## src/rtl/burst_pkg.sv

```systemverilog
package burst_pkg;
  typedef enum logic {
    ORD_LINEAR     = 1'b0,
    ORD_INTERLEAVE = 1'b1
  } burst_order_e;
endpackage

```

## src/rtl/burst_origin_reg.sv

```systemverilog
module burst_origin_reg #(
  parameter int ADDR_W = 20
) (
  input  logic              clk,
  input  logic              rst_n,
  input  logic              cap_en,
  input  logic [ADDR_W-1:0] cap_addr,
  output logic [ADDR_W-1:0] origin
);
  always_ff @(posedge clk or negedge rst_n) begin
    if (!rst_n)      origin <= '0;
    else if (cap_en) origin <= cap_addr;
  end
endmodule

```

## src/rtl/burst_beat_ctr.sv

```systemverilog
module burst_beat_ctr #(
  parameter int LOW_W = 2
) (
  input  logic             clk,
  input  logic             rst_n,
  input  logic             clr,
  input  logic             step,
  output logic [LOW_W-1:0] beat
);
  always_ff @(posedge clk or negedge rst_n) begin
    if (!rst_n)     beat <= '0;
    else if (clr)   beat <= '0;
    else if (step)  beat <= beat + 1'b1;
  end
endmodule

```

## src/rtl/burst_order_mux.sv

```systemverilog
module burst_order_mux
  import burst_pkg::*;
#(
  parameter int LOW_W = 2
) (
  input  burst_order_e     order,
  input  logic [LOW_W-1:0] start_low,
  input  logic [LOW_W-1:0] beat,
  output logic [LOW_W-1:0] cur_low
);
  logic [LOW_W-1:0] xor_low;
  logic [LOW_W-1:0] sum_low;

  for (genvar b = 0; b < LOW_W; b++) begin : g_xor
    assign xor_low[b] = start_low[b] ^ beat[b];
  end

  assign sum_low = start_low + beat;

  always_comb begin
    if (order == ORD_INTERLEAVE) cur_low = xor_low;
    else                         cur_low = sum_low;
  end
endmodule

```

## src/rtl/burst_seq.sv

```systemverilog
module burst_seq
  import burst_pkg::*;
#(
  parameter int ADDR_W    = 20,
  parameter int BURST_LEN = 4
) (
  input  logic              clk,
  input  logic              rst_n,
  input  logic [ADDR_W-1:0] ext_addr,
  input  logic              adv,
  input  logic              interleave,
  input  logic              clk_en_n,
  output logic [ADDR_W-1:0] arr_addr
);
  localparam int LOW_W = $clog2(BURST_LEN);

  logic              edge_live;
  logic              do_load;
  logic              do_step;
  logic [ADDR_W-1:0] origin;
  logic [LOW_W-1:0]  beat;
  logic [LOW_W-1:0]  cur_low;
  burst_order_e      order;

  assign edge_live = !clk_en_n;
  assign do_load   = edge_live && !adv;
  assign do_step   = edge_live && adv;
  assign order     = interleave ? ORD_INTERLEAVE : ORD_LINEAR;

  burst_origin_reg #(.ADDR_W(ADDR_W)) u_origin (
    .clk      (clk),
    .rst_n    (rst_n),
    .cap_en   (do_load),
    .cap_addr (ext_addr),
    .origin   (origin)
  );

  burst_beat_ctr #(.LOW_W(LOW_W)) u_beat (
    .clk   (clk),
    .rst_n (rst_n),
    .clr   (do_load),
    .step  (do_step),
    .beat  (beat)
  );

  burst_order_mux #(.LOW_W(LOW_W)) u_order (
    .order     (order),
    .start_low (origin[LOW_W-1:0]),
    .beat      (beat),
    .cur_low   (cur_low)
  );

  assign arr_addr = {origin[ADDR_W-1:LOW_W], cur_low};
endmodule

```

## config.mk

```make
export PLATFORM = sky130hd
export DESIGN_NAME = burst_seq
export DESIGN_NICKNAME = d
export VERILOG_FILES = /design/src/rtl/burst_pkg.sv /design/src/rtl/burst_origin_reg.sv /design/src/rtl/burst_beat_ctr.sv /design/src/rtl/burst_order_mux.sv /design/src/rtl/burst_seq.sv
export SDC_FILE = /design/constraint.sdc
export NUM_CORES = 1
export LEC_CHECK = 0
export ABC_CLOCK_PERIOD_IN_PS = 3000
export BUFFER_PORTS_ARGS = -buffer_cell sky130_fd_sc_hd__buf_2
export CAP_MARGIN = 5
export CORE_UTILIZATION = 35
export DETAILED_ROUTE_END_ITERATION = 8
export PLACE_DENSITY = 0.75
export REMOVE_ABC_BUFFERS = 1
export SYNTH_ARGS = -nofsm -noshare
export SYNTH_HDL_FRONTEND = slang
export SYNTH_HIERARCHICAL = 1
export SYNTH_SLANG_ARGS = --single-unit
export TNS_END_PERCENT = 1
```

## constraint.sdc

```tcl
create_clock -name clk -period 3 [get_ports clk]
set_input_delay 0.45 -clock clk [delete_from_list [all_inputs] [get_ports clk]]
set_output_delay 0.45 -clock clk [all_outputs]
set_load 0.01 [all_outputs]
```

==> run summary <==
The flow ran to the end, and the final reports show no timing, DRC or antenna violations. The fraction of the core area covered by cells at the end of the flow came out at 0.483. The worst setup margin came out at around 1.2 ns.

Entering global routing, the biggest net connects 23 pins. The number of global-route vias before repair is 612. Before CTS, the worst setup slack after placement is 1.50 ns. The iteration count of the initial detailed-routing pass is 3. Based on the critical path, the design can be clocked at up to 571 MHz. The number of sinks handled by clock tree synthesis came out at 22. 0 antenna diodes ended up in the layout. Once detail routing completed, the nets flagged for antenna violations numbered 0. Sorting the synthesized cells by area gives the leading types as sky130_fd_sc_hd__dfrtp_1 (57%), sky130_fd_sc_hd__mux2_4 (31%), sky130_fd_sc_hd__xnor2_1 (2.7%).

The data arrival at the endpoint of the critical path came out at between 1 and 1.5 ns. The clock arrives with 0.0000961 ns of skew. After the flow finishes, the layout carries non-filler instances totaling ~130. TritonCTS built the clock tree.

Setup repair after global routing left no endpoint under its margin. STA classifies the critical path endpoint as a primary output. The total count of hold-check failures in the final report is 0.

In the routed layout, each cell is associated on average with a via count of 4.64. The width of the die came out at 54.4 um. The number of inserted filler cells in the final layout is between 200 and 300. The count of pins on the block boundary is 45. CTS built an H-tree with a depth of 1. The initial utilization of the core area, before any placement, comes to 0.378.

The number of cells after detailed placement is roughly 130. The number of antenna violations at the first check in global routing is 0. The worst min-delay path category is input pin to asynchronous set/reset pin. The library cell with the largest summed area after synthesis is sky130_fd_sc_hd__dfrtp_1. In this run the power density over the cells is about 560 nW/um2. Setup violations remaining at the end of the flow were counted as 0. The count of maximum capacitance violations is 0. The setup TNS came out at 0 ns. In the synthesized netlist, the number of instances is 55. The total wire length came out at between 1500 and 2000 um. The leakage component of the power came out at 0.000634 uW.

Counting the buffers created by CTS gives 3. The post-cts sizing count is 0. The via total after detailed routing is just over 600. The area enclosed by the die boundary came out at 2960 um2. The area overhead of the layout relative to synthesis is 27.9%. CTS placed an instance of sky130_fd_sc_hd__clkbuf_4 at the clock tree root. The weighted congestion at the end of routability-driven global placement came out at ~0.66. The net total in the final layout came out at between 100 and 150. The hold buffer count at cts came out at 0. The chip height is 54.4 um. The top cell type's share of synthesized area came out at 0.573. On the critical path, the stage with the largest delay is an instance of sky130_fd_sc_hd__dfrtp_1. The clock period could shrink to 1.75 ns.

The first global-routing pass estimated ~2600 um of wire. The required time reported for the critical path endpoint is approximately 2.6 ns. The number of design rule violations left after detail routing is 0. The count of buffers added by post-CTS timing repair for setup is 0. The fraction of layout cells with a size suffix above 1 is 0.703.

Counting distinct cell types in the post-synthesis netlist gives 11. The synthesis warning total came out at 6. Synthesis inferred 22 register bits. The average size of a mapped cell is 17.5 um2.

Across the VDD grid, the largest voltage drop is 287 uV. Of the synthesized area, sequential elements account for 0.573. The highest net fanout along the worst path is 4. The maximum clock path buffer count is 2. The initialized floorplan defines 18 standard-cell rows. The number of max-slew violations in the final report came to 0.

The start-to-end type of the worst setup path is flip-flop to primary output. The cell area after synthesis is 961 um2. The area of the core is 2540 um2. The residual overflow from global routing is 0. In the finished design, the share of the clock period the worst path needs comes to 0.584. The worst-case headroom to the max-slew limit came out at 0.668.

In this run the tool buffered the top-level ports with 44 buffer cells. For this run, the total global-route usage over all layers was measured as 0.121. Clock-pin slew was measured on the worst setup and hold paths at 0.11 ns.

The delay of the slowest critical-path stage came out at 0.43 ns. The signal on the critical path passes through ha_1 -> nor2b_1 -> xnor2_1 -> buf_2. The measured slew at the worst slew-check pin is 0.498 ns. The clock latency on the worst-skew pair came out at roughly 0.28 ns. The worst setup path is launched from a flip-flop. In the final routed layout, each cell accounts on average for 12.4 um. The initial DRC count is 2.
## final cells by class
cell class | count | area [um2] | share of cell area
Clock buffer | 3 | 22.5 | 0.0183
Sequential cell | 22 | 551 | 0.448
Multi-Input combinational cell | 31 | 390 | 0.318
Tap cell | 30 | 37.5 | 0.0305
Timing Repair Buffer | 45 | 228 | 0.185
## synth_stat cells
library cell and instances:
sky130_fd_sc_hd__nor2_1 2, sky130_fd_sc_hd__mux2_4 20, sky130_fd_sc_hd__xnor2_1 3, sky130_fd_sc_hd__dfrtp_1 22, sky130_fd_sc_hd__a21bo_1 1, sky130_fd_sc_hd__nor2b_1 1, sky130_fd_sc_hd__buf_6 2, sky130_fd_sc_hd__nand3b_1 1
sky130_fd_sc_hd__a21oi_2 1, sky130_fd_sc_hd__nor2b_2 1, sky130_fd_sc_hd__ha_1 1
## layer usage
metal	track usage	vias to the layer above	share of wire
met4	0.0385	0	0
li1	-	281	-
met3	0.0250	0	0.068
met1	0.163	299	0.46
met2	0.195	28	0.47
met5	0	-	0
## layout by cell type, fill, tap and decap left out
cell type                  instances
sky130_fd_sc_hd__a21bo_1           1
sky130_fd_sc_hd__a21oi_2           1
sky130_fd_sc_hd__buf_2            44
sky130_fd_sc_hd__buf_4             1
sky130_fd_sc_hd__clkbuf_4          3
sky130_fd_sc_hd__dfrtp_1          22
sky130_fd_sc_hd__ha_1              1
sky130_fd_sc_hd__mux2_4           20
sky130_fd_sc_hd__nand3b_1          1
sky130_fd_sc_hd__nor2_1            1
sky130_fd_sc_hd__nor2_2            1
sky130_fd_sc_hd__nor2b_1           1
sky130_fd_sc_hd__nor2b_2           1
sky130_fd_sc_hd__xnor2_1           3
## registers in the layout, summed over array words and instances, names as in the netlist
signal	cells
u_beat/beat	2
u_origin/origin	20
## worst paths after layout
kind	startpoint	end	slack [ns]	cells after the start
min in group clk	ext_addr[3]	u_origin/origin[3]	0.38	2
worst min register to register	u_origin/origin[6]	u_origin/origin[6]	0.52	1
worst max register to register	u_beat/beat[1]	u_beat/beat[1]	2.21	2
worst max-delay path	u_beat/beat[0]	arr_addr[1]	1.25	4
worst min-delay path	rst_n	u_origin/origin[12]	0.11	1
max in group asynchronous	rst_n	u_origin/origin[6]	2.56	1
## worst max-delay path, delay by kind of cell, from the launching register on
| kind | cells | cell delay (ns) |
|---|---|---|
| DFF | 1 | 0.43 |
| adders and majority gates | 1 | 0.20 |
| and+or+nand+nor | 1 | 0.13 |
| buffers and inverters | 1 | 0.14 |
| xor gates and xnor gates | 1 | 0.11 |
## per-stage QoR
step,total power (uW),hold slack (ns),cell area [um2]
final,686,0.107,1230
after global placement,565,0.427,1210
after global routing,730,0.110,1230
after CTS,698,0.111,1230
after floorplan,492,0.154,938
after detailed placement,570,0.441,1210
## kinds of logic after synthesis
| kind of cell | count (synthesis) | share of synthesized area |
|---|---|---|
| flops | 22 | 0.573 |
| mux | 20 | 0.313 |
| simple gates | 5 | 0.0313 |
| xor+xnor | 3 | 0.0273 |
| compound gates | 2 | 0.0195 |
| buf+inv | 2 | 0.0234 |
| fa+ha+maj | 1 | 0.0130 |
## report_power, final
part | internal (uW) | switching, uW
combinational | 115 | 77.0
sequential | 342 | 27.7
clock | 46.6 | 78.4
Power figures use the tool's default switching activity.
